--- config.mk ---
export PLATFORM = sky130hd
export DESIGN_NAME = i2c_strap_target
export DESIGN_NICKNAME = d
export VERILOG_FILES = /design/src/rtl/i2c_strap_pkg.sv /design/src/rtl/i2c_line_sync.sv /design/src/rtl/i2c_bus_cond.sv /design/src/rtl/i2c_byte_engine.sv /design/src/rtl/i2c_strap_target.sv
export SDC_FILE = /design/constraint.sdc
export NUM_CORES = 1
export LEC_CHECK = 0
export ABC_AREA = 1
export BUFFER_PORTS_ARGS = -buffer_cell sky130_fd_sc_hd__buf_2
export CORE_UTILIZATION = 57
export DETAILED_ROUTE_END_ITERATION = 16
export PLACE_DENSITY = 0.79
export SYNTH_ARGS = -nofsm -noshare
export SYNTH_HDL_FRONTEND = slang
export SYNTH_SLANG_ARGS = --single-unit
--- constraint.sdc ---
create_clock -name clk -period 1.65 [get_ports clk]
set_input_delay 0.33 -clock clk [delete_from_list [all_inputs] [get_ports clk]]
set_output_delay 0.33 -clock clk [all_outputs]
set_load 0.03 [all_outputs]
--- src/rtl/i2c_strap_pkg.sv ---
package i2c_strap_pkg;
    localparam int BYTE_W = 8;
    localparam int CNT_W  = $clog2(BYTE_W + 1);

    typedef enum logic [2:0] {
        ST_IDLE,
        ST_RX,
        ST_ACK_TX,
        ST_TX,
        ST_ACK_RX,
        ST_IGNORE
    } tgt_state_e;

    typedef struct packed {
        tgt_state_e          state;
        logic                is_addr;
        logic                rw;
        logic                mack;
        logic [CNT_W-1:0]    cnt;
        logic [BYTE_W-1:0]   shift;
        logic                pull;
        logic                wr_valid;
    } tgt_regs_t;
endpackage

--- src/rtl/i2c_line_sync.sv ---
module i2c_line_sync #(
    parameter int STAGES = 3
) (
    input  logic clk,
    input  logic rst_n,
    input  logic pin_i,
    output logic level_o,
    output logic rise_o,
    output logic fall_o
);
    localparam int LEN = STAGES + 1;

    logic [LEN-1:0] chain_q, chain_d;

    always_comb begin
        chain_d = {chain_q[LEN-2:0], pin_i};
    end

    always_ff @(posedge clk or negedge rst_n) begin
        if (!rst_n) chain_q <= '1;
        else        chain_q <= chain_d;
    end

    assign level_o = chain_q[STAGES-1];
    assign rise_o  = chain_q[STAGES-1] & ~chain_q[STAGES];
    assign fall_o  = ~chain_q[STAGES-1] & chain_q[STAGES];
endmodule

--- src/rtl/i2c_bus_cond.sv ---
module i2c_bus_cond (
    input  logic clk,
    input  logic rst_n,
    input  logic scl_level,
    input  logic scl_rise,
    input  logic scl_fall,
    input  logic sda_rise,
    input  logic sda_fall,
    output logic start_o,
    output logic stop_o,
    output logic sample_o,
    output logic shift_o
);
    typedef struct packed {
        logic start;
        logic stop;
        logic sample;
        logic shift;
    } cond_t;

    cond_t c_q, c_d;
    logic  scl_steady;

    always_comb begin
        scl_steady = scl_level & ~scl_rise;
        c_d.start  = scl_steady & sda_fall;
        c_d.stop   = scl_steady & sda_rise;
        c_d.sample = scl_rise;
        c_d.shift  = scl_fall;
    end

    always_ff @(posedge clk or negedge rst_n) begin
        if (!rst_n) c_q <= '0;
        else        c_q <= c_d;
    end

    assign start_o  = c_q.start;
    assign stop_o   = c_q.stop;
    assign sample_o = c_q.sample;
    assign shift_o  = c_q.shift;

    // a bit sample and a shift event never arrive together
    assert_sample_shift_excl_R6: assert property (@(posedge clk) disable iff (!rst_n)
        !(sample_o && shift_o));
endmodule

--- src/rtl/i2c_byte_engine.sv ---
module i2c_byte_engine
    import i2c_strap_pkg::*;
#(
    parameter int          ADDR_W    = 7,
    parameter int          STRAP_W   = 3,
    parameter logic [6:0]  BASE_ADDR = 7'h42
) (
    input  logic              clk,
    input  logic              rst_n,
    input  logic              start_i,
    input  logic              stop_i,
    input  logic              sample_i,
    input  logic              shift_i,
    input  logic              sda_level,
    input  logic              scl_level,
    input  logic [STRAP_W-1:0] strap,
    input  logic [BYTE_W-1:0] rd_data,
    output logic              sda_pull,
    output logic              wr_valid,
    output logic [BYTE_W-1:0] wr_data,
    output logic              rd_req
);
    localparam logic [CNT_W-1:0] LAST_BIT = CNT_W'(BYTE_W);

    tgt_regs_t        r_q, r_d;
    logic [ADDR_W-1:0] own_addr;
    logic              addr_hit;
    logic              gcall_hit;

    always_comb begin
        own_addr  = BASE_ADDR[ADDR_W-1:0] + {{(ADDR_W-STRAP_W){1'b0}}, strap};
        addr_hit  = (r_q.shift[BYTE_W-1:1] == own_addr);
        gcall_hit = (r_q.shift == '0);
    end

    always_comb begin
        r_d          = r_q;
        r_d.wr_valid = 1'b0;
        rd_req       = 1'b0;
        if (start_i) begin
            r_d.state   = ST_RX;
            r_d.is_addr = 1'b1;
            r_d.cnt     = '0;
            r_d.pull    = 1'b0;
        end else if (stop_i) begin
            r_d.state = ST_IDLE;
            r_d.pull  = 1'b0;
        end else begin
            unique case (r_q.state)
                ST_RX: begin
                    if (sample_i) begin
                        r_d.shift = {r_q.shift[BYTE_W-2:0], sda_level};
                        r_d.cnt   = r_q.cnt + 1'b1;
                    end else if (shift_i && r_q.cnt == LAST_BIT) begin
                        if (r_q.is_addr) begin
                            if (addr_hit || gcall_hit) begin
                                r_d.state = ST_ACK_TX;
                                r_d.pull  = 1'b1;
                                r_d.rw    = r_q.shift[0];
                            end else begin
                                r_d.state = ST_IGNORE;
                            end
                        end else begin
                            r_d.state    = ST_ACK_TX;
                            r_d.pull     = 1'b1;
                            r_d.wr_valid = 1'b1;
                        end
                    end
                end
                ST_ACK_TX: begin
                    if (shift_i) begin
                        r_d.cnt     = '0;
                        r_d.is_addr = 1'b0;
                        if (r_q.is_addr && r_q.rw) begin
                            rd_req    = 1'b1;
                            r_d.state = ST_TX;
                            r_d.shift = rd_data;
                            r_d.pull  = ~rd_data[BYTE_W-1];
                        end else begin
                            r_d.state = ST_RX;
                            r_d.pull  = 1'b0;
                        end
                    end
                end
                ST_TX: begin
                    if (sample_i) begin
                        r_d.cnt = r_q.cnt + 1'b1;
                    end else if (shift_i) begin
                        if (r_q.cnt == LAST_BIT) begin
                            r_d.state = ST_ACK_RX;
                            r_d.pull  = 1'b0;
                        end else begin
                            r_d.shift = {r_q.shift[BYTE_W-2:0], 1'b0};
                            r_d.pull  = ~r_q.shift[BYTE_W-2];
                        end
                    end
                end
                ST_ACK_RX: begin
                    if (sample_i) begin
                        r_d.mack = ~sda_level;
                    end else if (shift_i) begin
                        if (r_q.mack) begin
                            rd_req    = 1'b1;
                            r_d.state = ST_TX;
                            r_d.cnt   = '0;
                            r_d.shift = rd_data;
                            r_d.pull  = ~rd_data[BYTE_W-1];
                        end else begin
                            r_d.state = ST_IGNORE;
                        end
                    end
                end
                default: begin
                    r_d.pull = 1'b0;
                end
            endcase
        end
    end

    always_ff @(posedge clk or negedge rst_n) begin
        if (!rst_n) begin
            r_q       <= '0;
            r_q.state <= ST_IDLE;
        end else begin
            r_q <= r_d;
        end
    end

    assign sda_pull = r_q.pull;
    assign wr_valid = r_q.wr_valid;
    assign wr_data  = r_q.shift;

    // the pull enable only moves while the synchronised SCL is low
    assert_pull_moves_scl_low_R6: assert property (@(posedge clk) disable iff (!rst_n)
        (sda_pull != $past(sda_pull)) |-> !scl_level);

    // a STOP always leaves SDA released
    assert_stop_releases_R2: assert property (@(posedge clk) disable iff (!rst_n)
        stop_i |=> !sda_pull);

    // a write byte strobe lasts one cycle
    assert_wr_pulse_R7: assert property (@(posedge clk) disable iff (!rst_n)
        wr_valid |=> !wr_valid);

    // the first bit driven is the MSB of the byte taken with the request
    assert_rd_msb_first_R8: assert property (@(posedge clk) disable iff (!rst_n)
        rd_req |=> (sda_pull == !$past(rd_data[BYTE_W-1])));
endmodule

--- src/rtl/i2c_strap_target.sv ---
module i2c_strap_target #(
    parameter int         SYNC_STAGES = 3,
    parameter int         ADDR_W      = 7,
    parameter int         STRAP_W     = 3,
    parameter logic [6:0] BASE_ADDR   = 7'h42
) (
    input  logic               clk,
    input  logic               rst_n,
    input  logic               scl_pin,
    input  logic               sda_pin,
    input  logic [STRAP_W-1:0] strap,
    output logic               sda_pull,
    output logic               wr_valid,
    output logic [7:0]         wr_data,
    output logic               rd_req,
    input  logic [7:0]         rd_data
);
    logic scl_level, scl_rise, scl_fall;
    logic sda_level, sda_rise, sda_fall;
    logic ev_start, ev_stop, ev_sample, ev_shift;

    i2c_line_sync #(.STAGES(SYNC_STAGES)) u_scl_sync (
        .clk(clk), .rst_n(rst_n), .pin_i(scl_pin),
        .level_o(scl_level), .rise_o(scl_rise), .fall_o(scl_fall)
    );

    i2c_line_sync #(.STAGES(SYNC_STAGES)) u_sda_sync (
        .clk(clk), .rst_n(rst_n), .pin_i(sda_pin),
        .level_o(sda_level), .rise_o(sda_rise), .fall_o(sda_fall)
    );

    i2c_bus_cond u_cond (
        .clk(clk), .rst_n(rst_n),
        .scl_level(scl_level), .scl_rise(scl_rise), .scl_fall(scl_fall),
        .sda_rise(sda_rise), .sda_fall(sda_fall),
        .start_o(ev_start), .stop_o(ev_stop),
        .sample_o(ev_sample), .shift_o(ev_shift)
    );

    i2c_byte_engine #(
        .ADDR_W(ADDR_W), .STRAP_W(STRAP_W), .BASE_ADDR(BASE_ADDR)
    ) u_engine (
        .clk(clk), .rst_n(rst_n),
        .start_i(ev_start), .stop_i(ev_stop),
        .sample_i(ev_sample), .shift_i(ev_shift),
        .sda_level(sda_level), .scl_level(scl_level),
        .strap(strap), .rd_data(rd_data),
        .sda_pull(sda_pull), .wr_valid(wr_valid),
        .wr_data(wr_data), .rd_req(rd_req)
    );
endmodule

==> summary.md <==
| Metric | Value |
|---|---|
| # DRC | `0` |
| Uppermost routed layer | `met4` |
| Worst Clk Skew | `0.01517 ns` |
| Largest net degree at the start of global routing | `33` |
| WL/cell | `14.66 um` |
| Mean area per synthesized cell | `7.646 um^2` |
| Yosys warning count | `0` |
| Switching part of the total | `50.30%` |
| Initial Utilization | `61.60%` |
| Slew Viols, Final | `0` |
| Post-layout nets | `316` |
| VDD IR-drop max | `1067 uV` |
| Io pins | `26` |
| PortBufs | `25` |
| Number of fill cells | `225` |
| CTS tree | `built` |
| Post-synth EDFFs | `0` |
| Initial drt markers | `138` |
| WS Path Type | `register to primary output` |
| Grt total ovfl | `0` |
| Crit path time final | `1.810 ns` |
| Number of synthesized register bits | `32` |
| Die Span Y | `60.14 um` |
| First-pass DRT Iterations | `5` |
| Crit end category | `primary output` |
| Synthesized cell area | `1927 um^2` |
| Met2 wire length | `2366 um` |
| GR Util All Layers | `28.17%` |
| Post-detail-place hpwl | `3218 um` |
| Row cnt | `20` |
| Unrepaired setup endpoints after global routing | `yes` |
| Cells after Synth | `252` |
| Final Hold Viols | `0` |
| Static leakage | `1.265 nW` |
| Share of layout cells above drive strength 1 | `38.46%` |
| Async set-reset flop share out of synthesis | `100.0%` |
| Clock Tree Root | `clkbuf_4` |
| Setup Viol. Count Final | `9` |
| Maximum root-to-sink buffer count | `2` |
| Max-cap viol count | `0` |
| Crit-path max FO | `3` |
| Hold crit path type | `input pin to async pin` |
| Final Power | `4.100 mW` |
| Core ar. | `3128 um^2` |
| Reg clk slew, reported paths | `0.11 ns` |
| Clock power share | `10.8%` |
| Total Wirelength | `5028 um` |
| Combinational share of power | `59.7%` |
| Met3 WL | `397 um` |
| First-pass GRT wire length | `7417 um` |
| Yosys top cell by area | `dfrtp_1` |
| Worst endpoint required time | `1.32 ns` |
| Reg power frac | `29.5%` |
| Period utilisation layout | `109.7%` |
| CTS hold repair buffers | `0` |
| Sink Count | `32` |
| Slew margin rel. | `54.41%` |
| Antenna violations before repair | `0` |
| Vias in the first global route | `1,653` |
| Routed Antenna Nets | `0` |
| Via density | `5.618` |
| Post-synth top flop | `dfrtp_1` |
| Post-synthesis cell type count | `32` |
| Worst path arrival time | `1.48 ns` |
| CTS H-tree depth | `2` |
| RD Place Congestion | `0.9591` |
| Max Clk Rate | `552.4 MHz` |
| Die width | `60.14 um` |
| Wl on met1 | `2123 um` |
| Final instance area | `2372 um^2` |
| Total die area | `3617 um^2` |
| Final setup margin | `-0.1603 ns` |
| Worst Hold Slack | `0.008841 ns` |
| Cts bufs inserted | `5` |
| CP Launch Type | `register` |
| Yosys top cell area share | `31.17%` |
| Cell-internal power | `2.038 mW` |
| Insertion delay to the later sink of the worst-skew pair | `0.35 ns` |
| Vias | `1,927` |
| Switching power | `2.062 mW` |
| Sequential fraction of the synthesis area | `42.08%` |
| Status | `finished with violations` |
| Area delta synth->final | `23.12%` |
| Failing checks | `setup timing` |
| Tightest Pin Transition | `0.6838 ns` |
| Area after DPL | `2107 um^2` |
| Post-Syn Nets | `270` |
| Synth top area cells | `dfrtp_1, nand2_1, dfstp_2, nor2_1, inv_1` |
| Diodes inserted | `0` |
| Power per standard cell area | `1728 nW/um^2` |
==> flip-flops by register name (all words and copies together) (netlist names) <==
name and cells:
u_engine.r_q 10, u_engine.wr_data 8, u_scl_sync.chain_q 4, u_sda_sync.chain_q 4
u_cond.sample_o 1, u_cond.shift_o 1, u_cond.start_o 1, u_cond.stop_o 1
u_engine.sda_pull 1, u_engine.wr_valid 1
==> worst paths after layout <==
kind,start,endpoint,slack [ns],cells past startpoint
worst min register to register,u_sda_sync.chain_q[1]$_DFF_PN1_,u_sda_sync.chain_q[2]$_DFF_PN1_,0.36,0
worst min-delay path,rst_n,u_engine.r_q[15]$_DFFE_PN0P_,0.009,1
worst max register to register,u_engine.r_q[18]$_DFFE_PN0P_,u_engine.wr_data[7]$_DFFE_PN0P_,-0.12,11
worst max-delay path,u_engine.r_q[18]$_DFFE_PN0P_,rd_req,-0.16,6
min in group clk,sda_pin,u_sda_sync.chain_q[0]$_DFF_PN1_,0.08,1
max in group asynchronous,rst_n,u_engine.r_q[17]$_DFFE_PN0P_,1.16,1
==> layout make-up <==
class	instances	area [um^2]	share of cell area (%)
timing repair buffer	49	319.1	13.45
clock buffer	5	37.54	1.582
inverter	30	115.1	4.852
multi-input combinational	180	1012	42.67
tap	44	55.05	2.321
sequential	32	814.5	34.34
clock inverter	3	18.77	0.7911
==> critical path, cell delays in order, from the launching register on <==
cell and delay [ns]:
dfrtp_2 0.42, inv_2 0.06, nor2_4 0.09, nand2_4 0.08, nor2_4 0.12, o2111a_1 0.23
buf_6 0.14
==> synth_stat cells (2+ instances only) <==
cell,count
nor2_4,2
nor2_1,24
nor3_1,6
inv_1,23
ha_1,3
nand4_1,13
inv_2,6
nand3_1,12
buf_4,8
o21ai_0,11
dfstp_2,8
nand2_1,74
nand2_2,8
buf_6,2
a21oi_1,6
dfrtp_1,24
nor2_2,6
xor2_1,2
==> power by group through the flow <==
| stage | clock network (mW) | registers (mW) | logic, mW |
|---|---|---|---|
| floorplan | 0 | 1.17 | 1.57 |
| global placement | 0 | 1.20 | 1.92 |
| detailed placement | 0 | 1.21 | 1.94 |
| CTS | 0.449 | 1.18 | 2.09 |
| global route | 0.485 | 1.23 | 2.67 |
| finish | 0.442 | 1.21 | 2.45 |
==> what timing repair did <==
action,4_1_cts,5_1_grt
endpoints found under the setup margin,1,15
hold endpoints to repair,0,0
resized for setup,10,26
buffers inserted,7,6
pin swaps,4,13
==> routing by layer <==
metal  track usage [%]  vias up
met5                 0        -
met4             13.29        0
met3             5.411       19
met2             41.44      106
met1             39.53      901
li1                  -      901
==> cells by family (layout without fill, tap and decap cells) <==
kind of cell / count (synthesis) / in the layout / synth area share, %
simple gates: 150 / 150 / 36.49
buf+inv: 40 / 87 / 10.26
flops: 32 / 32 / 42.08
compound gates: 25 / 25 / 8.312
fa+ha+maj: 3 / 3 / 1.948
xor+xnor: 2 / 2 / 0.9093
==> layout by cell type, fill, tap and decap left out, types with 2 or more instances in the layout <==
cell      instances
o21ai_1           2
inv_1            23
nor2_2            5
dfrtp_1          21
nand4_1          13
nor3_2            2
nand2_2          15
ha_1              3
inv_2             6
xor2_1            2
buf_4            22
clkinv_2          2
nor2_4            8
clkbuf_4          5
a21oi_1           6
o21ai_0           9
nand2_4           4
dfrtp_2           3
dfstp_2           8
nor2_1           19
nand3_1          12
buf_2            24
nor3_1            4
buf_6             3
nand2_1          64
==> stage by stage <==
step | setup slack (ns) | setup TNS (ns) | cells | utilization [%]
6_report | -0.1603 | -0.8718 | 343 | 75.84
5_1_grt | -0.2218 | -1.746 | 343 | 75.84
2_1_floorplan | 0.02873 | 0 | 252 | -
3_3_place_gp | 0.06403 | 0 | 322 | 67.36
3_5_place_dp | 0.06537 | 0 | 322 | 67.36
4_1_cts | -0.1505 | -0.1505 | 337 | 71.76
Power figures use the tool's default switching activity.
